### src/rtl/tenure_pkg.sv
package tenure_pkg;
  typedef enum logic [1:0] {
    ST_IDLE = 2'd0,
    ST_REQ  = 2'd1,
    ST_OWN  = 2'd2,
    ST_REL  = 2'd3
  } tenure_state_e;
endpackage

### src/rtl/tenure_window_watch.sv
// Tracks other masters' start-to-acknowledge windows.
module tenure_window_watch (
  input  logic clk,
  input  logic rst,
  input  logic start_in_i,
  input  logic ack_i,
  input  logic own_i,
  output logic blocked_o
);
  logic win_q;

  always_ff @(posedge clk) begin
    if (rst) begin
      win_q <= 1'b0;
    end else if (!own_i) begin
      if (start_in_i && !ack_i) win_q <= 1'b1;
      else if (ack_i)           win_q <= 1'b0;
    end
  end

  // the start cycle itself already blocks
  assign blocked_o = win_q | (start_in_i & ~own_i);

  // an open window stays open until an acknowledge is seen
  p_window_holds_r6: assert property (@(posedge clk) disable iff (rst)
    (win_q && !ack_i && !own_i) |=> blocked_o);
endmodule

### src/rtl/tenure_release_timer.sv
// Counts the cycles the busy driver stays enabled after negation.
module tenure_release_timer #(
  parameter int OE_HOLD = 1
) (
  input  logic clk,
  input  logic rst,
  input  logic load_i,
  input  logic tick_i,
  output logic expired_o
);
  localparam int CW = $clog2(OE_HOLD + 1);

  logic [CW-1:0] cnt_q;

  always_ff @(posedge clk) begin
    if (rst)                         cnt_q <= '0;
    else if (load_i)                 cnt_q <= CW'(OE_HOLD);
    else if (tick_i && cnt_q != '0)  cnt_q <= cnt_q - 1'b1;
  end

  assign expired_o = (cnt_q <= CW'(1));

  initial begin
    a_hold_positive_r9: assert (OE_HOLD >= 1);
  end
endmodule

### src/rtl/tenure_fsm.sv
// Four-state tenure machine with registered outputs.
module tenure_fsm
  import tenure_pkg::*;
(
  input  logic          clk,
  input  logic          rst,
  input  logic          pend_i,
  input  logic          abort_i,
  input  logic          grant_i,
  input  logic          busy_in_i,
  input  logic          blocked_i,
  input  logic          ack_i,
  input  logic          rel_expired_i,
  output tenure_state_e state_o,
  output logic          bus_req_o,
  output logic          busy_o,
  output logic          busy_oe_o,
  output logic          start_o,
  output logic          done_o,
  output logic          rel_load_o,
  output logic          rel_tick_o
);
  tenure_state_e state_q;
  logic          want;
  logic          qual;

  assign want = pend_i & ~abort_i;
  assign qual = grant_i & ~busy_in_i & ~blocked_i;

  always_ff @(posedge clk) begin
    if (rst) begin
      state_q   <= ST_IDLE;
      bus_req_o <= 1'b0;
      busy_o    <= 1'b0;
      busy_oe_o <= 1'b0;
      start_o   <= 1'b0;
      done_o    <= 1'b0;
    end else begin
      start_o <= 1'b0;
      done_o  <= 1'b0;
      case (state_q)
        ST_IDLE: begin
          if (want) begin
            state_q   <= ST_REQ;
            bus_req_o <= 1'b1;
          end
        end
        ST_REQ: begin
          if (!want) begin
            state_q   <= ST_IDLE;
            bus_req_o <= 1'b0;
          end else if (qual) begin
            state_q   <= ST_OWN;
            bus_req_o <= 1'b0;
            busy_o    <= 1'b1;
            busy_oe_o <= 1'b1;
            start_o   <= 1'b1;
          end
        end
        ST_OWN: begin
          if (ack_i) begin
            state_q <= ST_REL;
            busy_o  <= 1'b0;
            done_o  <= 1'b1;
          end
        end
        ST_REL: begin
          if (rel_expired_i) begin
            state_q   <= ST_IDLE;
            busy_oe_o <= 1'b0;
          end
        end
        default: state_q <= ST_IDLE;
      endcase
    end
  end

  assign state_o    = state_q;
  assign rel_load_o = (state_q == ST_OWN) & ack_i;
  assign rel_tick_o = (state_q == ST_REL);

  // reset clears the outputs
  p_reset_clear_r1: assert property (@(posedge clk)
    rst |=> (!bus_req_o && !busy_o && !busy_oe_o && !start_o && !done_o));
  // ownership only follows a free, granted cycle
  p_accept_qualified_r3: assert property (@(posedge clk) disable iff (rst)
    $rose(busy_o) |-> $past(grant_i && !busy_in_i && !blocked_i && pend_i && !abort_i));
  // start strobe lasts one cycle
  p_start_single_r4: assert property (@(posedge clk) disable iff (rst)
    start_o |=> !start_o);
  // shared busy blocks ownership
  p_busy_blocks_r5: assert property (@(posedge clk) disable iff (rst)
    (busy_in_i && !busy_o) |=> !busy_o);
  // busy held until acknowledge, released after it
  p_hold_until_ack_r8: assert property (@(posedge clk) disable iff (rst)
    (busy_o && !ack_i) |=> busy_o);
  p_release_after_ack_r8: assert property (@(posedge clk) disable iff (rst)
    (busy_o && ack_i) |=> (!busy_o && done_o));
  // driver enabled whenever busy is driven
  p_oe_covers_r9: assert property (@(posedge clk) disable iff (rst)
    busy_o |-> busy_oe_o);
endmodule

### src/rtl/addr_tenure_ctrl.sv
module addr_tenure_ctrl
  import tenure_pkg::*;
#(
  parameter int OE_HOLD = 1
) (
  input  logic clk,
  input  logic rst,
  input  logic txn_pend_i,
  input  logic txn_abort_i,
  input  logic bus_grant_i,
  input  logic busy_in_i,
  input  logic start_in_i,
  input  logic ack_i,
  output logic bus_req_o,
  output logic busy_o,
  output logic busy_oe_o,
  output logic start_o,
  output logic done_o
);
  tenure_state_e state;
  logic          blocked;
  logic          rel_load;
  logic          rel_tick;
  logic          rel_expired;
  logic          owning;

  assign owning = (state == ST_OWN);

  tenure_window_watch u_watch (
    .clk        (clk),
    .rst        (rst),
    .start_in_i (start_in_i),
    .ack_i      (ack_i),
    .own_i      (owning),
    .blocked_o  (blocked)
  );

  tenure_release_timer #(.OE_HOLD(OE_HOLD)) u_timer (
    .clk       (clk),
    .rst       (rst),
    .load_i    (rel_load),
    .tick_i    (rel_tick),
    .expired_o (rel_expired)
  );

  tenure_fsm u_fsm (
    .clk           (clk),
    .rst           (rst),
    .pend_i        (txn_pend_i),
    .abort_i       (txn_abort_i),
    .grant_i       (bus_grant_i),
    .busy_in_i     (busy_in_i),
    .blocked_i     (blocked),
    .ack_i         (ack_i),
    .rel_expired_i (rel_expired),
    .state_o       (state),
    .bus_req_o     (bus_req_o),
    .busy_o        (busy_o),
    .busy_oe_o     (busy_oe_o),
    .start_o       (start_o),
    .done_o        (done_o),
    .rel_load_o    (rel_load),
    .rel_tick_o    (rel_tick)
  );

  // no ownership begins inside a foreign window
  p_window_blocks_r6: assert property (@(posedge clk) disable iff (rst)
    (blocked && !busy_o) |=> !busy_o);
  // abort cannot cut an owned tenure short
  p_abort_ignored_r10: assert property (@(posedge clk) disable iff (rst)
    (busy_o && txn_abort_i && !ack_i) |=> busy_o);
  // request is not dropped while still wanted and not granted
  p_req_held_r2: assert property (@(posedge clk) disable iff (rst)
    (bus_req_o && txn_pend_i && !txn_abort_i && !bus_grant_i) |=> bus_req_o);
endmodule

### config.mk
export PLATFORM = sky130hd
export DESIGN_NAME = addr_tenure_ctrl
export DESIGN_NICKNAME = d
export VERILOG_FILES = /design/src/rtl/tenure_pkg.sv /design/src/rtl/tenure_window_watch.sv /design/src/rtl/tenure_release_timer.sv /design/src/rtl/tenure_fsm.sv /design/src/rtl/addr_tenure_ctrl.sv
export SDC_FILE = /design/constraint.sdc
export NUM_CORES = 1
export LEC_CHECK = 0
export BUFFER_PORTS_ARGS = -buffer_cell sky130_fd_sc_hd__buf_2
export CAP_MARGIN = 20
export CORE_AREA = 8 8 45 47
export CTS_BUF_LIST = sky130_fd_sc_hd__clkbuf_8
export CTS_CLUSTER_DIAMETER = 150
export DETAILED_ROUTE_END_ITERATION = 8
export DIE_AREA = 0 0 53 55
export GPL_ROUTABILITY_DRIVEN = 1
export MAX_ROUTING_LAYER = met4
export PLACE_DENSITY = 0.47
export SETUP_SLACK_MARGIN = 0.4
export SYNTH_ARGS = -nofsm -noshare
export SYNTH_HDL_FRONTEND = slang
export SYNTH_SLANG_ARGS = --single-unit
### constraint.sdc
create_clock -name clk -period 1.4 [get_ports clk]
set_input_delay 0.14 -clock clk [delete_from_list [all_inputs] [get_ports clk]]
set_output_delay 0.14 -clock clk [all_outputs]
set_load 0.02 [all_outputs]
==> out/results.ini, run 1 <==
[run_status]
status = finished clean

[sta]
setup_tns_ns = 0
slew_headroom_pct = 84.9
max_freq_ghz = 0.964
min_period_ns = 1.04
worstMarginPinSlew_ns = 0.227
hold_violations = 0
finalSetupViolCount = 0
hold_ws_ns = 0.132
setup_slack_ns = 0.363
rsz0062_at_grt = true
drv_slew = 0
fin_skew_ns = 0.00384
period_share_pct = 74.1

[clocking]
clk_latency_ns = 0.23
cts_sinks = 8
path_clk_slew_ns = 0.04
root_buffer = clkbuf_8
post_cts.repair.setup_buffers = 0
cts_made_buffers = 3
clk_path_buf_depth = 2
cts.htree.levels = 1
cts_tree = built

[drt]
antenna_left = 0
totalWireLength_um = 827
wl_per_cell_um = 12.9
route.detailed.drc = 0
dr.pass1.iters = 1
vias = 301
vias_per_cell = 4.70
drt_iter0_drc = 0

[synthesis]
yosys.cell_types.count = 19
synth_seq_cells = 8
synth_top_cell_area_share_pct = 45.9
syn_area_um2 = 349
seq_area_frac_synth_pct = 45.9
synth-edff-count = 0
yosys_warnings = 0
synth.area.top_cells = dfxtp_1, nor2b_1, nor3b_4, a211oi_1, a221oi_2
syn-instance-count = 34
syn_nets = 42
synth-main-ff-cell = dfxtp_1
syn_avg_cell_area_um2 = 10.3
synth-async-reset-ratio_pct = 0
yosys.area.top_type = dfxtp_1

[floorplan]
die_x_um = 53
start_util_pct = 25.2
die_area_um2 = 2920
ios = 13
die-height_um = 55
coreArea_um2 = 1380
rows = 14

[setup_path]
path_class = flip-flop to flip-flop
worstPathMaxFanout = 5
worstPathArrival_ns = 1.18
worstSetupStartpointType = flip-flop
cp.required_ns = 1.55
reg2reg_depth = 3
cp-end-kind = flip-flop

[placed_design]
place_congestion = 0.723
io_buffers = 12
place_ws_ns = 0.293

[global_route]
track_usage_pct = 7.16
grt_pass1_wl_um = 1370
grt_overflow = 0
grt_pass1_vias = 304
grt_max_degree = 10
antenna_found_initial = 0

[flow_run]
cap_violations = 0

[worst_hold_path]
hold_depth = 2
holdCritStartpoint = ack_i
hp-class = input port to flip-flop

[cells_and_area]
synthToLayoutAreaGrowth_pct = 39.4
final_nets = 58
final_core_utilization_pct = 35.2
antenna_cells = 0
drive_above_1_share_pct = 47.9

[pwr]
p_leak_nw = 0.194
power-per-cell-area_nw_per_um2 = 1170
finalPower_mw = 0.571
vdd_drop_max_mv = 0.459

cell usage after synthesis (2+ instances only):
| master | instances |
|---|---|
| dfxtp_1 | 8 |
| a21oi_1 | 2 |
| and2b_1 | 2 |
| nor2_1 | 2 |
| nand2_1 | 2 |
| a211oi_1 | 2 |
| nor2b_1 | 4 |
report_power, final:
part           switching (mW)  total (mW)  internal (mW)
Clock                  0.0933       0.280          0.187
Sequential            0.00497       0.240          0.235
Combinational          0.0251      0.0510         0.0259
layout by cell type, fill, tap and decap left out, drive strengths merged:
| cell | synthesis | layout |
|---|---|---|
| nor2b | 4 | 4 |
| inv | 1 | 1 |
| a211oi | 2 | 2 |
| dfxtp | 8 | 8 |
| clkbuf | 1 | 3 |
| a221oi | 1 | 1 |
| nor2 | 2 | 2 |
| nand3 | 1 | 1 |
| o32ai | 1 | 1 |
| o2bb2ai | 1 | 1 |
| a21boi | 1 | 1 |
| a31oi | 1 | 1 |
| buf | 0 | 12 |
| and2b | 2 | 2 |
| nor3b | 2 | 2 |
| nand2b | 1 | 1 |
| a21oi | 2 | 2 |
| nand2 | 2 | 2 |
| nand3b | 1 | 1 |
timing repair:
action                                  CTS  global route
endpoints found under the setup margin    4             5
pin swaps                                 4             2
hold buffers                              0             0
gates resized for setup                   2             5
final timing paths:
check / to / slack [ns]
max reg2reg: u_fsm.busy_o / 0.36
min: u_fsm.busy_o / 0.13
min reg2reg: u_fsm.busy_o / 0.47
max: u_fsm.busy_o / 0.36
per-stage QoR:
stage                     cell area [um^2]  instances
after floorplan                        349         34
final                                  487         64
after global routing                   487         64
after CTS                              474         64
after global placement                 425         61
after detailed placement               425         61
cell type report:
class / count / area [um^2]
clock buffer: 3 / 41.3
fill: 141 / 897
inverter: 1 / 3.75
multi-input combinational: 24 / 199
sequential: 8 / 163
tap: 16 / 20.0
timing repair buffer: 12 / 60.1
per-layer routing:
| metal | track usage [%] | wire, um | vias to the layer above | part of all wire [%] |
|---|---|---|---|---|
| met3 | 3.74 | 83 | 4 | 10 |
| met2 | 10.2 | 361 | 11 | 44 |
| met1 | 7.01 | 356 | 137 | 43 |
| li1 | - | - | 149 | - |
| met4 | 6.47 | 26 | 0 | 3.1 |
| met5 | - | 0 | - | 0 |
worst max-delay path, cell delays in order (launching register included):
cell	delay [ns]
dfxtp_2	0.34
nor3b_4	0.24
nand3_2	0.13
a221oi_2	0.24
cell families after synthesis:
kind of cell / Yosys count / synth area share [%]
AO/OA/AOI/OAI: 9 / 20.4
buffers and inverters: 2 / 2.15
flip-flops: 8 / 45.9
AND/OR/NAND/NOR: 15 / 31.5
No activity file was read; power rests on OpenSTA's default activity.
==> run 2: changes to the inputs <==
- PLACE_DENSITY: 0.47 -> 0.49
- clock period: 1.4 -> 0.9 ns (I/O delays scaled with it)
==> out/results.ini, run 2 (same netlist as run 1, synthesis figures left out) <==
[setup_path]
worstPathArrival_ns = 1.15  ; was 1.18 ns
worstPathMaxFanout = 3  ; was 5
cp.required_ns = 1.04  ; was 1.55 ns
cp-end-kind = flip-flop  ; unchanged
path_class = flip-flop to flip-flop  ; unchanged
worstSetupStartpointType = flip-flop  ; unchanged

[floorplan]
coreArea_um2 = 1380  ; unchanged
die-height_um = 55  ; unchanged
ios = 13  ; unchanged
die_area_um2 = 2920  ; unchanged
start_util_pct = 25.2  ; unchanged
rows = 14  ; unchanged
die_x_um = 53  ; unchanged

[sta]
worstMarginPinSlew_ns = 0.229  ; was 0.227 ns
min_period_ns = 1.01  ; was 1.04 ns
hold_ws_ns = 0.0950  ; was 0.132 ns
setup_slack_ns = -0.109  ; was 0.363 ns
setup_tns_ns = -0.399  ; was 0 ns
finalSetupViolCount = 7  ; was 0
drv_slew = 0  ; unchanged
period_share_pct = 112  ; was 74.1%
max_freq_ghz = 0.991  ; was 0.964 GHz
rsz0062_at_grt = true  ; unchanged
fin_skew_ns = 0.00282  ; was 0.00384 ns
slew_headroom_pct = 84.7  ; was 84.9%
hold_violations = 0  ; unchanged

[cells_and_area]
stdcell_count = 67  ; was 64
most-common-layout-cells = buf_2, dfxtp_2, buf_6, clkbuf_8, buf_4  ; was buf_2, dfxtp_1, nor2b_1, clkbuf_8
drive_above_1_share_pct = 66.7  ; was 47.9%
final_common_cell = buf_2  ; unchanged
synthToLayoutAreaGrowth_pct = 60.6  ; was 39.4%
stdcell_area_um2 = 561  ; was 487 um^2
antenna_cells = 0  ; unchanged
final_nets = 61  ; was 58

[clocking]
path_clk_slew_ns = 0.04  ; about the same
clk_path_buf_depth = 2  ; unchanged
cts_made_buffers = 3  ; unchanged
cts_sinks = 8  ; unchanged
clk_latency_ns = 0.22  ; was 0.23 ns
cts_tree = built  ; unchanged
ctsHoldBuffers = 0  ; unchanged
post_cts.repair.setup_buffers = 0  ; unchanged
cts.htree.levels = 1  ; unchanged
root_buffer = clkbuf_8  ; unchanged

[global_route]
grt_overflow = 0  ; unchanged
antenna_found_initial = 0  ; unchanged
grt_pass1_vias = 333  ; was 304
grt_pass1_wl_um = 1370  ; unchanged
track_usage_pct = 6.76  ; was 7.16%
grt_max_degree = 10  ; unchanged

[pwr]
power-per-cell-area_nw_per_um2 = 1580  ; was 1170 nW/um^2
p_leak_nw = 0.217  ; was 0.194 nW
vdd_drop_max_mv = 0.887  ; was 0.459 mV

[run_status]
violations = negative setup slack
status = complete, but fails checks  ; was finished clean

[worst_hold_path]
hp-class = input port to flip-flop  ; unchanged

[drt]
drt_iter0_drc = 0  ; unchanged
wl_per_cell_um = 12.6  ; was 12.9 um
vias_per_cell = 4.69  ; was 4.70
dr.pass1.iters = 1  ; unchanged
vias = 314  ; was 301
antenna_left = 0  ; unchanged
totalWireLength_um = 842  ; was 827 um
route.detailed.drc = 0  ; unchanged

[flow_run]
cap_violations = 0  ; unchanged

[placed_design]
place_congestion = 0.753  ; was 0.723
dp_hpwl_um = 650
io_buffers = 12  ; unchanged
place_area_um2 = 459  ; was 425 um^2
dp_cells = 64  ; was 61

==> run 2: cell types whose count changed in the layout (fill, tap and decap cells not counted), sizes merged <==
| cell | before | now |
|---|---|---|
| buf | 12 | 15 |
==> run 2: per-stage QoR <==
step                worst slack (ns)  power [mW]  util, %
global placement              -0.139       0.458     33.2
floorplan                    -0.0403       0.422        -
global route                  -0.158       0.945     40.5
CTS                           -0.103       0.896     39.8
detailed placement            -0.129       0.459     33.2
finish                        -0.109       0.887     40.5
==> run 2: per-layer routing <==
metal  routed length [um]  up-vias  global-route usage [%]
met5                    0        -                       -
met4                    4        0                    2.59
met1                  346      144                    6.71
li1                     -      157                       -
met3                   69        2                    5.08
met2                  422       11                    9.96
==> run 2: path summary, 6_finish.rpt <==
check | startpoint | cells past startpoint | slack (ns) | endpoint
worst min-delay path | ack_i | 2 | 0.1 | u_fsm.busy_o
worst max-delay path | flip-flop | 3 | -0.11 | u_fsm.busy_o
worst max register to register | flip-flop | 3 | -0.11 | u_fsm.busy_o
worst min register to register | u_fsm.busy_o | 2 | 0.49 | u_fsm.busy_o
==> run 2: cell type report <==
| type | count | area, um^2 |
|---|---|---|
| multi-input cells | 24 | 214 |
| fillers | 142 | 823 |
| inverters | 1 | 3.75 |
| well taps | 16 | 20.0 |
| repair buffers | 15 | 114 |
| flip-flops and latches | 8 | 168 |
| clock buffers | 3 | 41.3 |
==> run 2: critical path, cell delays in order (launching register included) <==
cell and delay (ns):
dfxtp_2 0.33, nor3b_4 0.24, nand3_2 0.12, a221oi_2 0.24
==> run 2: power by group <==
group	switching [mW]	internal, mW	total, mW
registers	0.00855	0.367	0.375
logic	0.0443	0.0506	0.0950
clock network	0.129	0.289	0.417
==> run 2: what timing repair did <==
action	CTS	global route
pin swaps	3	4
endpoints found under the setup margin	13	13
resized for setup	16	2
==> run 3: changes to the inputs <==
- PLACE_DENSITY: 0.49 -> 0.53
- SYNTH_HIERARCHICAL: unset -> 1
- TNS_END_PERCENT: unset -> 50
==> out/results.ini, run 3 <==
[run_status]
status = complete, but fails checks  ; unchanged
violations = negative setup slack  ; unchanged

[clocking]
clk_path_buf_depth = 2  ; unchanged
clk_latency_ns = 0.23  ; was 0.22 ns
cts_tree = built  ; unchanged
root_buffer = clkbuf_8  ; unchanged
cts.htree.levels = 1  ; unchanged
cts_made_buffers = 3  ; unchanged
post_cts.repair.setup_buffers = 0  ; unchanged
path_clk_slew_ns = 0.05  ; was 0.04 ns
ctsHoldBuffers = 0  ; unchanged
cts_sinks = 8  ; unchanged

[sta]
min_period_ns = 1.65  ; was 1.01 ns
drv_slew = 0  ; unchanged
hold_ws_ns = 0.0668  ; was 0.0950 ns
hold_violations = 0  ; unchanged
max_freq_ghz = 0.604  ; was 0.991 GHz
setup_tns_ns = -4.30  ; was -0.399 ns
period_share_pct = 184  ; was 112%
finalSetupViolCount = 7  ; unchanged
rsz0062_at_grt = true  ; unchanged
fin_skew_ns = 0.00727  ; was 0.00282 ns
setup_slack_ns = -0.754  ; was -0.109 ns

[setup_path]
worstSetupStartpointType = flip-flop  ; unchanged
path_class = flip-flop to flip-flop  ; unchanged
cp-end-kind = flip-flop  ; unchanged
worstPathArrival_ns = 1.80  ; was 1.15 ns
worstPathMaxFanout = 4  ; was 3
cpMostUsedCell = or3b_4
path_cells = nor2b_4, nand2b_4, nand2_2, or3b_4, or3b_4, a211oi_2  ; was nor3b_4, nand3_2, a221oi_2
max_stage_delay_ns = 0.40  ; was 0.33 ns
cp.required_ns = 1.05  ; was 1.04 ns
cpMaxStageDelayCell = or3b_4  ; was dfxtp_2

[floorplan]
die_area_um2 = 2920  ; unchanged
coreArea_um2 = 1380  ; unchanged
die_x_um = 53  ; unchanged
rows = 14  ; unchanged
ios = 13  ; unchanged
die-height_um = 55  ; unchanged
start_util_pct = 28.5  ; was 25.2%

[drt]
route.detailed.drc = 0  ; unchanged
drt_iter0_drc = 3  ; was 0
vias = 367  ; was 314
dr.pass1.iters = 4  ; was 1
antenna_left = 0  ; unchanged
totalWireLength_um = 1000  ; was 842 um
vias_per_cell = 4.59  ; was 4.69
wl_per_cell_um = 12.6  ; about the same

[placed_design]
dp_hpwl_um = 693  ; was 650 um
place_area_um2 = 520  ; was 459 um^2
place_congestion = 0.761  ; was 0.753
place_ws_ns = -0.763  ; was -0.129 ns
io_buffers = 12  ; unchanged
dp_cells = 76  ; was 64

[cells_and_area]
final_common_cell = buf_4  ; was buf_2
drive_above_1_share_pct = 59.4  ; was 66.7%
stdcell_count = 80  ; was 67
synthToLayoutAreaGrowth_pct = 60.0  ; was 60.6%
stdcell_area_um2 = 631  ; was 561 um^2
final_nets = 73  ; was 61
antenna_cells = 0  ; unchanged
final_core_utilization_pct = 45.6  ; was 40.5%
most-common-layout-cells = buf_4, inv_1, buf_2, buf_6, dfxtp_1  ; was buf_2, dfxtp_2, buf_6, clkbuf_8, buf_4
fillerInstances = 140  ; was 142

[flow_run]
cap_violations = 0  ; unchanged

[pwr]
p_leak_nw = 0.266  ; was 0.217 nW
sequentialPowerShare_pct = 38.5  ; was 42.3%
p_sw_share_pct = 24.2  ; was 20.5%
pwr-share-clk_pct = 47.3  ; was 47.0%
p_int_mw = 0.731  ; was 0.706 mW
finalPower_mw = 0.964  ; was 0.887 mW
pwr-share-comb_pct = 14.2  ; was 10.7%
vdd_drop_max_mv = 0.852  ; was 0.887 mV
p_sw_mw = 0.233  ; was 0.182 mW
power-per-cell-area_nw_per_um2 = 1530  ; was 1580 nW/um^2

[synthesis]
yosys_warnings = 6  ; was 0
syn-instance-count = 42  ; was 34
syn_area_um2 = 394  ; was 349 um^2
syn_avg_cell_area_um2 = 9.38  ; was 10.3 um^2
syn_nets = 50  ; was 42

[global_route]
track_usage_pct = 7.89  ; was 6.76%
antenna_found_initial = 0  ; unchanged
grt_pass1_vias = 371  ; was 333
grt_max_degree = 8  ; was 10
grt_overflow = 0  ; unchanged
grt_pass1_wl_um = 1590  ; was 1370 um

[worst_hold_path]
hp-class = input port to flip-flop  ; unchanged

[run 3: worst max-delay path, delay by kind of cell, from the launching register on]
| family | cells | cell delay [ns] |
|---|---|---|
| and+or+nand+nor | 5 | 1.07 |
| DFF | 1 | 0.32 |
| AOI/OAI and AO/OA | 1 | 0.18 |
[run 3: power groups by stage]
| stage | Combinational (mW) | Sequential [mW] | Clock [mW] |
|---|---|---|---|
| after floorplan | 0.0431 | 0.386 | 0 |
| after global placement | 0.110 | 0.377 | 0 |
| after detailed placement | 0.110 | 0.377 | 0 |
| after CTS | 0.124 | 0.372 | 0.468 |
| after global routing | 0.146 | 0.373 | 0.487 |
| final | 0.137 | 0.372 | 0.456 |
[run 3: per-layer routing]
layer	wire length, um	vias to the layer above	global-route usage (%)
li1	-	185	-
met1	394	169	7.93
met2	548	13	11.9
met3	62	0	2.41
met4	0	0	7.76
met5	0	-	-
[run 3: path summary, 6_finish.rpt]
kind / from / endpoint / slack, ns / depth (start not counted)
max: flip-flop / u_fsm/busy_o / -0.75 / 6
min: rst / u_fsm/bus_req_o / 0.07 / 2
max reg2reg: flip-flop / u_fsm/busy_o / -0.75 / 6
min reg2reg: u_fsm/busy_oe_o / u_fsm/busy_oe_o / 0.47 / 2
[run 3: cell type report]
class | count | area [um^2] | area share, %
clock buffers | 3 | 41.3 | 6.55
inverters | 7 | 26.3 | 4.17
repair buffers | 20 | 151 | 24.0
multi-input cells | 25 | 221 | 35.1
well taps | 16 | 20.0 | 3.17
clock inverters | 1 | 3.75 | 0.595
flip-flops and latches | 8 | 166 | 26.4
[run 3: what timing repair did]
action / CTS / global route
gates resized for setup: 14 / 3
endpoints found under the setup margin: 13 / 13
hold endpoints to repair: 0 / 0
gates cloned: 0 / 0
pin swaps: 4 / 3
